<file path="src/rtl/cfgw_pkg.sv">
package cfgw_pkg;

  // Access size codes carried on req_size.
  typedef enum logic [1:0] {
    SZ_BYTE = 2'd0,
    SZ_HALF = 2'd1,
    SZ_WORD = 2'd2,
    SZ_RSVD = 2'd3
  } acc_size_e;

  localparam int unsigned WORD_BYTES  = 4;
  localparam int unsigned SECT_WORDS  = 8;
  localparam int unsigned SECT_BYTES  = WORD_BYTES * SECT_WORDS;
  localparam int unsigned NUM_SECTS   = 2;
  localparam int unsigned WIN_BYTES   = SECT_BYTES * NUM_SECTS;
  localparam int unsigned BYTE_LSB_W  = $clog2(WORD_BYTES);
  localparam int unsigned WIDX_W      = $clog2(SECT_WORDS);
  localparam int unsigned WIN_W       = $clog2(WIN_BYTES);

  // Core identification constant held in word 0 of each section.
  localparam logic [31:0] CORE_ID_WORD = 32'h434D_3401;

  // Decoded view of one request's address.
  typedef struct packed {
    logic              out_of_range;
    logic              misaligned;
    logic              generic_view;
    logic [WIDX_W-1:0] word_idx;
  } addr_dec_t;

endpackage

</file>
<file path="src/rtl/cfgw_decode.sv">
module cfgw_decode
  import cfgw_pkg::*;
#(
  parameter int unsigned ADDR_W = 7
) (
  input  logic [ADDR_W-1:0] addr,
  output addr_dec_t         dec
);

  localparam int unsigned SECT_BIT = WIN_W - 1;

  logic high_bits_set;

  generate
    if (ADDR_W > WIN_W) begin : g_range
      assign high_bits_set = |addr[ADDR_W-1:WIN_W];
    end else begin : g_norange
      assign high_bits_set = 1'b0;
    end
  endgenerate

  always_comb begin
    dec.out_of_range = high_bits_set;
    dec.misaligned   = |addr[BYTE_LSB_W-1:0];
    dec.generic_view = ~addr[SECT_BIT];
    dec.word_idx     = addr[BYTE_LSB_W +: WIDX_W];
  end

endmodule

</file>
<file path="src/rtl/cfgw_policy.sv">
module cfgw_policy
  import cfgw_pkg::*;
(
  input  logic      write,
  input  logic [1:0] size,
  input  logic      priv,
  input  logic      is_core,
  input  addr_dec_t dec,
  output logic      acc_err,
  output logic      acc_raz
);

  logic rule_dir, rule_priv, rule_size, rule_addr;

  always_comb begin
    rule_dir  = write;
    rule_priv = ~priv;
    rule_size = (size != SZ_WORD);
    rule_addr = dec.out_of_range | dec.misaligned;
    // Error rules dominate: read-as-zero only on otherwise legal accesses.
    acc_err   = rule_dir | rule_priv | rule_size | rule_addr;
    acc_raz   = ~acc_err & dec.generic_view & ~is_core;
  end

endmodule

</file>
<file path="src/rtl/cfgw_store.sv">
module cfgw_store
  import cfgw_pkg::*;
#(
  parameter logic [SECT_WORDS-1:0][31:0] CFG_WORDS  = '0,
  parameter logic [SECT_WORDS-1:0]       MAP_MASK   = '0,
  parameter bit                          P0_PRESENT = 1'b1
) (
  input  logic [WIDX_W-1:0] word_idx,
  output logic [31:0]       word_data
);

  logic [SECT_WORDS-1:0][31:0] table_q;

  // Build the section image once; word 0 is the fixed identification.
  generate
    for (genvar gi = 0; gi < SECT_WORDS; gi++) begin : g_word
      if (!P0_PRESENT) begin : g_absent
        assign table_q[gi] = 32'h0;
      end else if (gi == 0) begin : g_id
        assign table_q[gi] = CORE_ID_WORD;
      end else if (MAP_MASK[gi]) begin : g_mapped
        assign table_q[gi] = CFG_WORDS[gi];
      end else begin : g_hole
        assign table_q[gi] = 32'h0;
      end
    end
  endgenerate

  always_comb begin
    word_data = table_q[word_idx];
  end

endmodule

</file>
<file path="src/rtl/cfgw_top.sv">
module cfgw_top
  import cfgw_pkg::*;
#(
  parameter int unsigned                 ADDR_W     = 7,
  parameter int unsigned                 MID_W      = 2,
  parameter int unsigned                 CORE_MID   = 0,
  parameter bit                          P0_PRESENT = 1'b1,
  parameter logic [SECT_WORDS-1:0][31:0] CFG_WORDS  = {
    32'hA5A5_0007, 32'h0000_0106, 32'h0001_0005, 32'h0020_0004,
    32'h0000_0003, 32'h8000_0002, 32'h0000_0C01, 32'h0000_0000},
  parameter logic [SECT_WORDS-1:0]       MAP_MASK   = 8'b1010_0110
) (
  input  logic              clk,
  input  logic              rst_n,
  input  logic              req_valid,
  input  logic [ADDR_W-1:0] req_addr,
  input  logic              req_write,
  input  logic [1:0]        req_size,
  input  logic              req_priv,
  input  logic [MID_W-1:0]  req_master,
  output logic              rsp_ready,
  output logic              rsp_error,
  output logic [31:0]       rsp_rdata
);

  addr_dec_t   dec;
  logic        is_core;
  logic        acc_err, acc_raz;
  logic [31:0] word_data;

  logic        ready_d, ready_q;
  logic        error_d, error_q;
  logic [31:0] rdata_d, rdata_q;
  logic        data_en;

  assign is_core = (req_master == MID_W'(CORE_MID));

  cfgw_decode #(.ADDR_W(ADDR_W)) i_decode (
    .addr (req_addr),
    .dec  (dec)
  );

  cfgw_policy i_policy (
    .write   (req_write),
    .size    (req_size),
    .priv    (req_priv),
    .is_core (is_core),
    .dec     (dec),
    .acc_err (acc_err),
    .acc_raz (acc_raz)
  );

  cfgw_store #(
    .CFG_WORDS  (CFG_WORDS),
    .MAP_MASK   (MAP_MASK),
    .P0_PRESENT (P0_PRESENT)
  ) i_store (
    .word_idx  (dec.word_idx),
    .word_data (word_data)
  );

  // Next-state: response is formed from the request presented this cycle.
  always_comb begin
    ready_d = req_valid;
    error_d = req_valid & acc_err;
    rdata_d = (req_valid && !acc_err && !acc_raz) ? word_data : 32'h0;
    data_en = req_valid | ready_q;
  end

  always_ff @(posedge clk or negedge rst_n) begin
    if (!rst_n) begin
      ready_q <= 1'b0;
    end else begin
      ready_q <= ready_d;
    end
  end

  always_ff @(posedge clk or negedge rst_n) begin
    if (!rst_n) begin
      error_q <= 1'b0;
      rdata_q <= 32'h0;
    end else if (data_en) begin
      error_q <= error_d;
      rdata_q <= rdata_d;
    end
  end

  assign rsp_ready = ready_q;
  assign rsp_error = error_q;
  assign rsp_rdata = rdata_q;

  logic legal_read;
  assign legal_read = req_valid && req_priv && !req_write && (req_size == SZ_WORD)
                      && (req_addr[1:0] == 2'b00) && (req_addr < ADDR_W'(WIN_BYTES));

  AST_READY_AFTER_VALID: assert property (@(posedge clk) disable iff (!rst_n)
    req_valid |=> rsp_ready);
  AST_NO_SPURIOUS_READY: assert property (@(posedge clk) disable iff (!rst_n)
    !req_valid |=> !rsp_ready);
  AST_ERROR_WITH_READY: assert property (@(posedge clk) disable iff (!rst_n)
    rsp_error |-> rsp_ready);
  AST_WRITE_REJECTED: assert property (@(posedge clk) disable iff (!rst_n)
    (req_valid && req_write) |=> rsp_error);
  AST_USER_REJECTED: assert property (@(posedge clk) disable iff (!rst_n)
    (req_valid && !req_priv) |=> rsp_error);
  AST_SIZE_REJECTED: assert property (@(posedge clk) disable iff (!rst_n)
    (req_valid && req_size != SZ_WORD) |=> rsp_error);
  AST_GENERIC_RAZ: assert property (@(posedge clk) disable iff (!rst_n)
    (legal_read && !req_addr[5] && req_master != MID_W'(CORE_MID))
      |=> (!rsp_error && rsp_rdata == 32'h0));
  AST_ID_WORD: assert property (@(posedge clk) disable iff (!rst_n)
    (P0_PRESENT && legal_read && req_addr == ADDR_W'(32)) |=> (rsp_rdata == CORE_ID_WORD));
  AST_ERROR_ZERO_DATA: assert property (@(posedge clk) disable iff (!rst_n)
    rsp_error |-> (rsp_rdata == 32'h0));

endmodule

</file>
<file path="config.mk">
export PLATFORM = sky130hd
export DESIGN_NAME = cfgw_top
export DESIGN_NICKNAME = d
export VERILOG_FILES = /design/src/rtl/cfgw_pkg.sv /design/src/rtl/cfgw_decode.sv /design/src/rtl/cfgw_policy.sv /design/src/rtl/cfgw_store.sv /design/src/rtl/cfgw_top.sv
export SDC_FILE = /design/constraint.sdc
export NUM_CORES = 1
export LEC_CHECK = 0
export CAP_MARGIN = 25
export CELL_PAD_IN_SITES_DETAIL_PLACEMENT = 0
export CELL_PAD_IN_SITES_GLOBAL_PLACEMENT = 1
export CORE_MARGIN = 5
export CORE_UTILIZATION = 23
export DETAILED_ROUTE_END_ITERATION = 10
export HOLD_SLACK_MARGIN = 0.15
export PLACE_DENSITY = 0.87
export SLEW_MARGIN = 25
export SYNTH_ARGS = -nofsm -noshare
export SYNTH_HDL_FRONTEND = slang
export SYNTH_SLANG_ARGS = --single-unit
</file>
<file path="constraint.sdc">
create_clock -name clk -period 1.2 [get_ports clk]
set_input_delay 0.3 -clock clk [delete_from_list [all_inputs] [get_ports clk]]
set_output_delay 0.3 -clock clk [all_outputs]
set_load 0.01 [all_outputs]
</file>
== Word-level counts from Yosys, hierarchy flattened ==
Memory sizes are Yosys's and may differ from the RTL's.
Cells that the tools add are included.

* Order comparisons: 1
* Equal/unequal tests: 1
* Muxes and demuxes: 2
* Bitwise logic cells: 12
* Reductions and logical operators: 6

{| class="wikitable"
|+ Operators with widths
! cell !! count
|-
| two-way mux 32 bit || 2
|-
| bitwise OR 1 bit || 5
|-
| less-than comparator 3 x 4 -> 1 bit, second input constant || 1
|-
| inverter 1 bit || 4
|-
| bitwise AND 1 bit || 3
|-
| logical AND 1 bit || 2
|-
| zero test 1 bit || 2
|-
| zero test 2 bit || 1
|-
| != test 2 bit, second input constant || 1
|-
| OR reduction 2 bit || 1
|}

* Flip-flop bits (word level): 34
* ROM bits: 256
* Bits of input ports: 16
* Output and inout port bits: 34
* Logic and storage cells: 26
* Memories: 1

{| class="wikitable"
|+ Memory list
! memory !! depth !! bits a word !! read ports !! clocked after Yosys merged registers in !! wr ports !! RTL line !! RTL
|-
| (no name shown) || 8 || 32 || 1 || 0 || 0 || cfgw_store.sv:30 || <nowiki>word_data = table_q[word_idx];</nowiki>
|}

== Longest topological paths before layout ==
Gate-level depths: netlist (run 1).

* Word-level depth: 10
* Gate-level depth with buffers: 4
* Gate-level depth less buffers: 4

== By module ==
Synthesis (run 1) repeated with hierarchy kept, for this count alone.

* Cells, all modules: 125
* Area total of the unflattened synthesis: 1,656.6 um^2

{| class="wikitable"
|+ Modules (own cells, without submodules)
! module !! instances !! cells an instance !! area an instance (um^2) !! seq. area each (um^2)
|-
| cfgw_top || 1 || 80 || 1,333.8 || 850.8
|-
| cfgw_store || 1 || 35 || 244.0 || 0.0
|-
| cfgw_decode || 1 || 6 || 40.0 || 0.0
|-
| cfgw_policy || 1 || 4 || 38.8 || 0.0
|}

== Least setup slack after synthesis (run 1) ==
Ideal clock, no wire load.

* Path type: input-to-reg
* Start point: input req_addr[0]
* End point: register rdata_q[16] (netlist: rsp_rdata[16])
* Setup time: 0.080 ns
* Data arrival time: 1.244 ns
* Required time: 1.120 ns
* Setup slack: -0.125 ns
* Cell stages on the path: 4
* Cells stage by stage: nor4b_4 -> o2111ai_1 -> or3_4 -> o211ai_2

* Cells in the longest elaborated chain, start to end: 9
* Elaborated cells between the ends (all ways): 11

{| class="wikitable"
|+ Ends and longest elaborated chain
! what !! RTL line !! RTL
|-
| from (decl) || cfgw_top.sv:16 || <nowiki>input logic [ADDR_W-1:0] req_addr,</nowiki>
|-
| OR reduction 2 bit * || cfgw_decode.sv:24 || <nowiki>dec.misaligned = |addr[BYTE_LSB_W-1:0];</nowiki>
|-
| bitwise OR 1 bit * || cfgw_policy.sv:19 || <nowiki>rule_addr = dec.out_of_range | dec.misaligned;</nowiki>
|-
| bitwise OR 1 bit * || cfgw_policy.sv:21 || <nowiki>acc_err = rule_dir | rule_priv | rule_size | rule_addr;</nowiki>
|-
| inverter 1 bit || cfgw_policy.sv:22 || <nowiki>acc_raz = ~acc_err & dec.generic_view & ~is_core;</nowiki>
|-
| bitwise AND 1 bit (2 in series) || cfgw_policy.sv:22 ||
|-
| zero test 1 bit || cfgw_top.sv:66 || <nowiki>rdata_d = (req_valid && !acc_err && !acc_raz) ? word_data : 32'h0;</nowiki>
|-
| logical AND 1 bit * || cfgw_top.sv:66 ||
|-
| two-way mux 32 bit * || cfgw_top.sv:66 ||
|-
| to (signal assigned) || cfgw_top.sv:84 || <nowiki>rdata_q <= rdata_d;</nowiki>
|-
| to (decl) || cfgw_top.sv:33 || <nowiki>logic [31:0] rdata_d, rdata_q;</nowiki>
|}

Mark *: on every way between the ends. The rest lies on a longest branch, timed or not.
A chain may end at the register's enable or synchronous reset.

== Final worst setup path (run 1) ==
Ends and elaborated chain as after synthesis.

==> results of run 1 <==
-- worst register-to-register path, delay by kind of cell, from the launching register on --
| family | cells | cell delay [ns] |
|---|---|---|
| flops | 1 | 0.39 |
| simple gates | 2 | 0.44 |
| compound gates | 1 | 0.11 |
-- layout by cell type, fill, tap and decap left out, types with 2 or more instances in the layout --
| cell type | count |
|---|---|
| sky130_fd_sc_hd__buf_4 | 7 |
| sky130_fd_sc_hd__nand3_1 | 2 |
| sky130_fd_sc_hd__clkbuf_4 | 3 |
| sky130_fd_sc_hd__dfrtp_1 | 10 |
| sky130_fd_sc_hd__clkbuf_2 | 7 |
| sky130_fd_sc_hd__clkdlybuf4s50_1 | 4 |
| sky130_fd_sc_hd__buf_6 | 2 |
| sky130_fd_sc_hd__o21ai_2 | 2 |
| sky130_fd_sc_hd__conb_1 | 13 |
| sky130_fd_sc_hd__and3_1 | 2 |
| sky130_fd_sc_hd__nor2_2 | 2 |
| sky130_fd_sc_hd__dlygate4sd2_1 | 4 |
| sky130_fd_sc_hd__nand2_1 | 10 |
| sky130_fd_sc_hd__buf_2 | 19 |
| sky130_fd_sc_hd__a22o_1 | 2 |
-- final timing paths --
check / slack, ns / to / from
min in group clk: 0.39 / rsp_error$_DFFE_PN0P_ / req_addr[1]
setup / recovery: -0.02 / rsp_rdata[16]$_DFFE_PN0P_ / req_addr[0]
max in group asynchronous: 0.46 / rsp_rdata[30]$_DFFE_PN0P_ / rst_n
setup reg to reg: 0.18 / rsp_rdata[24]$_DFFE_PN0P_ / rsp_ready$_DFF_PN0_
hold / removal: 0.37 / rsp_rdata[0]$_DFFE_PN0P_ / rst_n
hold reg to reg: 0.47 / rsp_rdata[10]$_DFFE_PN0P_ / rsp_rdata[10]$_DFFE_PN0P_
-- routing by layer --
layer | up-vias | wire, um | GRT usage
met3 | 2 | 93 | 0.02102
met1 | 263 | 626 | 0.07822
met5 | - | 0 | 0
met2 | 29 | 904 | 0.1405
li1 | 264 | - | -
met4 | 0 | 19 | 0.04749
-- what timing repair did --
| action | in CTS | in global routing |
|---|---|---|
| setup endpoints to repair | 31 | 17 |
| gates cloned | 0 | 0 |
| pin swaps | 6 | 6 |
| buffers inserted | 2 | 1 |
| gates resized for setup | 105 | 8 |
-- state kept, by name, indices dropped and copies added, names as in the netlist --
| name | flops |
|---|---|
| rsp_error | 1 |
| rsp_ready | 1 |
| rsp_rdata | 9 |
-- kinds of logic after synthesis --
family | share of synthesized area
other cells | 0.005509
simple gates | 0.1912
compound gates | 0.1213
xor+xnor | 0.01287
buf+inv | 0.2647
flops | 0.4044
-- through the flow --
step	setup WS, ns	util
6_report	-0.02134	0.3234
2_1_floorplan	-0.1247	-
3_3_place_gp	-0.6367	0.3488
3_5_place_dp	-0.6806	0.3488
5_1_grt	-0.07293	0.3234
4_1_cts	-0.04805	0.3323
-- power by group through the flow --
stage | registers, W | clock network (W) | logic, W
2_1_floorplan | 0.000386 | 0 | 0.0000745
3_5_place_dp | 0.000384 | 0 | 0.000135
4_1_cts | 0.000377 | 0.000252 | 0.000123
6_report | 0.000378 | 0.000239 | 0.000122
3_3_place_gp | 0.000384 | 0 | 0.000132
5_1_grt | 0.000378 | 0.000272 | 0.000133
-- layout make-up --
type	instances	area [um^2]
Timing Repair Buffer	43	280.3
Clock buffer	4	26.28
Sequential cell	11	276.5
Tap cell	31	38.79
Multi-Input combinational cell	44	281.5
Inverter	1	3.754
Fill cell	308	1898
==> metrics.txt, run 1 <==
Routed Antenna Nets=0; fraction of post-synthesis cell area in the top cell type by area=0.4044; total via count after detailed routing=558; final period utilization=1.018; Critical Path RT=1.38 ns; endpoints failing setup=1; floorplan die width=64.40 um; total global routing track utilization=0.07740; final worst clock skew=0.003570 ns; area delta synth->final=33.27%; Initial Utilization=0.2426; switching share of power=0.2429; clock root buffer=sky130_fd_sc_hd__clkbuf_4; fraction of layout instances using a drive strength above 1=0.4660; count of nets after finishing=120; total of hold buffers inserted after clock tree synthesis=0; clock period minus final worst setup slack=1.221 ns; Power per Cell Area=813.9 mW/mm^2; syn avg cell area=10.01 um^2; Final Max Tran Viols=0; summed instance area of the synthesized netlist=680.7 um^2; sink count of the clock tree=11; placed cell area=978.4 um^2; transition at the pin with the smallest max-transition slack=0.4983 ns; number of failing hold endpoints at the final stage=0; count of buffers inserted at the top-level ports=36; number of maximum-capacitance violations=0; critical path buffer and inverter count=1; global-route congestion overflow total=0; register share of total power=0.511; number of logic stages on the critical path including buffering=5; worst path cell trace=buf_6 -> nor4b_4 -> o2111ai_2 -> or3_4 -> o211ai_2; Clk network pwr share=0.323; register bit count reported by yosys=11; antenna violations before repair=0; CP Max Fanout=5; # H-tree levels=1; hold crit path type=primary input to async pin; Worst Hold Slack=0.3730 ns; combinational share of power=0.165; number of enable flip-flop cells after synthesis=0; Die Footprint=0.004147 mm^2; max frequency=818.8 MHz; via density per instance=4.164; RSZ-0062 raised after global routing=true; area leader, netlist=sky130_fd_sc_hd__dfrtp_1; total core area=0.002805 mm^2; final design instance area without fill=907.1 um^2; worst relative slew slack=0.6668; switching power=0.0001793 W; clock tree from TritonCTS=done; vias in the first global route=558; minimum setup slack in the final design=-0.02134 ns; Worst setup SP type=primary input; global-route wire length before repair=2484 um; detailed-routing iteration count for the pre-antenna-repair pass=2; Worst path top cell family by delay=simple AND/OR/NAND/NOR gates; Reg2Reg Depth=3; status=finished, violations left; Die Y=64.40 um; FFs w/ async S/R, synth=1.000; Starting DRT DRC Count=1; ranking of synthesized cells by instance count=sky130_fd_sc_hd__buf_4 (23), sky130_fd_sc_hd__dfrtp_1 (11), sky130_fd_sc_hd__nand2_1 (10); Ys Warns=0; post-route setup TNS=-0.02134 ns; clock edge transition at the registers on the reported setup and hold paths=0.07 ns; floorplan row count=19; largest net degree at the start of global routing=12; count of unresolved DRC violations after routing=0; endpoint class of the critical path=flip-flop; routability cong.=0.6305; internal power consumption=0.0005590 W; type of the worst setup path=primary input to flip-flop; number of standard cells in the final layout excluding fillers=134; maximum buffer depth of the clock tree=2; static leakage=0.5180 nW; total power=0.0007383 W; top cells by area, synth=sky130_fd_sc_hd__dfrtp_1 (40%), sky130_fd_sc_hd__buf_4 (25%), sky130_fd_sc_hd__nand2_1 (5.5%); arrival time reported for the critical path endpoint=1.41 ns; Slowest cell on crit path=sky130_fd_sc_hd__or3_4; Post-Route WL=1644 um; highest cell delay on the worst timing path=0.39 ns; average wire per cell in the routed design=12.27 um; CTS buffer count=3; top-count cell post-synth=sky130_fd_sc_hd__buf_4; number of unique standard cell types used by synthesis=21; failing checks=setup timing; number of antenna repair diodes=0; Post-Place Cells=127; peak supply drop=0.0002538 V; Skew-Pair Late Insertion Delay=0.26 ns; number of I/O pins=50; number of cells produced by synthesis=68; prevailing post-synth register cell=sky130_fd_sc_hd__dfrtp_1; part of the Yosys area used for sequential elements=0.4044
Power figures use the tool's default switching activity.
==> run 2: changes to the inputs <==
Settings changed: GPL_TIMING_DRIVEN set to 0.
==> run 2 against run 1 <==
Effect of this change:
- setup slack got worse by 0.12 ns
- design area is 28% higher
- the flow still finishes with violations (setup timing)
- sequential power hardly changed
- first-iteration DRC count rose to 6.0 times the previous value
- die area is the same
- register-to-register slack better by 0.04 ns
- sequential share of layout area fell by 6.7 points
- critical path depth shrank 2
- global-route usage is 0.76 points higher
- critical path type is now flip-flop to primary output
- largest cell class is now buffers
- clock skew up 0.0016 ns
- count of clock-buffer cells in the layout stayed put
==> metrics.txt, run 2 (same netlist as run 1, synthesis figures left out) <==
status=finished, violations left; failing checks=setup timing; most frequent standard cell in the layout excluding fill and tap cells=sky130_fd_sc_hd__buf_6; Slowest cell on crit path=sky130_fd_sc_hd__dfrtp_2; utilization of the core after routing=0.4144; Post-Place Cells=146; Die Footprint=0.004147 mm^2; max frequency=746.9 MHz; transition at the pin with the smallest max-transition slack=0.5060 ns; RSZ-0062 raised after global routing=true; count of nets after finishing=140; hold crit path type=primary input to flip-flop; minimum setup slack in the final design=-0.1389 ns; leading cell types in the layout, fill and taps excluded=sky130_fd_sc_hd__buf_6 (22), sky130_fd_sc_hd__buf_4 (18), sky130_fd_sc_hd__conb_1 (13); clock edge transition at the registers on the reported setup and hold paths=0.07 ns; sink count of the clock tree=11; detailed-routing iteration count for the pre-antenna-repair pass=4; worst path cell trace=buf_6 -> buf_6 -> buf_6; CTS buffer count=3; filler instances=288; average wire per cell in the routed design=11.10 um; # H-tree levels=1; routability cong.=0.6407; number of standard cells in the final layout excluding fillers=154; Routed Antenna Nets=0; total core area=0.002805 mm^2; endpoints failing setup=13; Critical Path RT=0.90 ns; global-route wire length before repair=2656 um; count of buffers inserted at the top-level ports=35; Final Max Tran Viols=0; DPL Wire Length=1371 um; clock period minus final worst setup slack=1.339 ns; Skew-Pair Late Insertion Delay=0.26 ns; Initial Utilization=0.2426; static leakage=0.6427 nW; type of the worst setup path=flip-flop to primary output; number of I/O pins=50; antenna violations before repair=0; number of failing hold endpoints at the final stage=0; clock root buffer=sky130_fd_sc_hd__clkbuf_4; number of flip-flops in the largest register=9; total via count after detailed routing=611; peak supply drop=0.0001999 V; fraction of layout instances using a drive strength above 1=0.5366; vias in the first global route=639; area delta synth->final=70.77%; Starting DRT DRC Count=6; number of maximum-capacitance violations=0; largest net degree at the start of global routing=12; Worst path top cell family by delay=flip-flops; maximum buffer depth of the clock tree=2; highest cell delay on the worst timing path=0.44 ns; most common cell type on the critical path=sky130_fd_sc_hd__buf_6; Power per Cell Area=659.8 mW/mm^2; post-route setup TNS=-0.8872 ns; final period utilization=1.116; Die Y=64.40 um; number of antenna repair diodes=0; global-route congestion overflow total=0; critical path buffer and inverter count=3; endpoint class of the critical path=primary output; final worst clock skew=0.005220 ns; floorplan row count=19; via density per instance=3.968; count of unresolved DRC violations after routing=0; worst relative slew slack=0.6616; arrival time reported for the critical path endpoint=1.04 ns; floorplan die width=64.40 um; CP Max Fanout=6; clock tree from TritonCTS=done; total global routing track utilization=0.08503; Post-Route WL=1709 um; Worst setup SP type=flip-flop
run 2: cell count changes in the layout (fill, tap and decap cells not counted):
cell and delta:
sky130_fd_sc_hd__dlygate4sd2_1 +1, sky130_fd_sc_hd__clkbuf_2 +1, sky130_fd_sc_hd__buf_2 -14, sky130_fd_sc_hd__clkdlybuf4s15_1 +1, sky130_fd_sc_hd__buf_4 +11, sky130_fd_sc_hd__clkbuf_1 +1
sky130_fd_sc_hd__clkdlybuf4s50_1 -1, sky130_fd_sc_hd__buf_6 +20
run 2: power breakdown:
| part | internal [W] | switching, W | total (W) |
|---|---|---|---|
| clock | 0.000128 | 0.000115 | 0.000244 |
| sequential | 0.000375 | 0.00000284 | 0.000378 |
| combinational | 0.0000755 | 0.0000701 | 0.000146 |
run 2: through the flow:
step / setup WS (ns) / power [W] / cell area (um^2) / hold slack, ns
final: -0.1389 / 0.0007670 / 1162 / 0.3611
after global routing: -0.2008 / 0.0008209 / 1162 / 0.3779
after CTS: -0.1525 / 0.0007777 / 1211 / 0.3417
after detailed placement: -0.6924 / 0.0005384 / 1115 / 0.4664
after global placement: -0.6580 / 0.0005359 / 1115 / 0.4566
after floorplan: -0.1247 / 0.0004610 / 725.7 / 0.004409
run 2: per-layer routing:
layer	track usage	up-vias	wire length (um)
li1	-	307	-
met1	0.07717	269	575
met2	0.1559	33	945
met3	0.02802	2	157
met4	0.06332	0	30
met5	0	-	0
run 2: worst paths after layout:
| check | start | endpoint | slack, ns | depth (start not counted) |
|---|---|---|---|---|
| max | rsp_rdata[30]$_DFFE_PN0P_ | rsp_rdata[25] | -0.14 | 3 |
| min | req_addr[6] | rsp_rdata[24]$_DFFE_PN0P_ | 0.36 | 4 |
| max reg2reg | rsp_ready$_DFF_PN0_ | rsp_rdata[16]$_DFFE_PN0P_ | 0.22 | 3 |
| min reg2reg | rsp_rdata[11]$_DFFE_PN0P_ | rsp_rdata[11]$_DFFE_PN0P_ | 0.47 | 2 |
| max in group asynchronous | rst_n | rsp_rdata[30]$_DFFE_PN0P_ | 0.45 | 1 |
| min in group asynchronous | rst_n | rsp_rdata[0]$_DFFE_PN0P_ | 0.37 | 1 |
run 2: layout make-up:
type	instances	area [um^2]	share of cell area
buffer	23	191.4	0.1647
timing repair buffer	40	344.1	0.2960
tap	31	38.79	0.03337
clock buffer	4	26.28	0.02261
sequential	11	276.5	0.2379
multi-input combinational	44	281.5	0.2422
inverter	1	3.754	0.003229
run 2: worst reg2reg max path, stage by stage, from the launching register on:
cell and delay [ns]:
sky130_fd_sc_hd__dfrtp_1 0.39, sky130_fd_sc_hd__nor2_2 0.31, sky130_fd_sc_hd__nand2_1 0.12, sky130_fd_sc_hd__o211ai_2 0.08
run 2: timing repair:
| action | 4_1_cts | 5_1_grt |
|---|---|---|
| pin swaps | 6 | 5 |
| endpoints found under the setup margin | 31 | 29 |
| hold buffers | 0 | 0 |
| buffers inserted | 5 | 0 |
| gates resized for setup | 121 | 9 |
==> run 3: changes to the inputs <==
Settings changed: CTS_CLUSTER_SIZE set to 8.
==> results of run 3 <==
No change in the layout: final DEF, timing and power equal those of run 2.
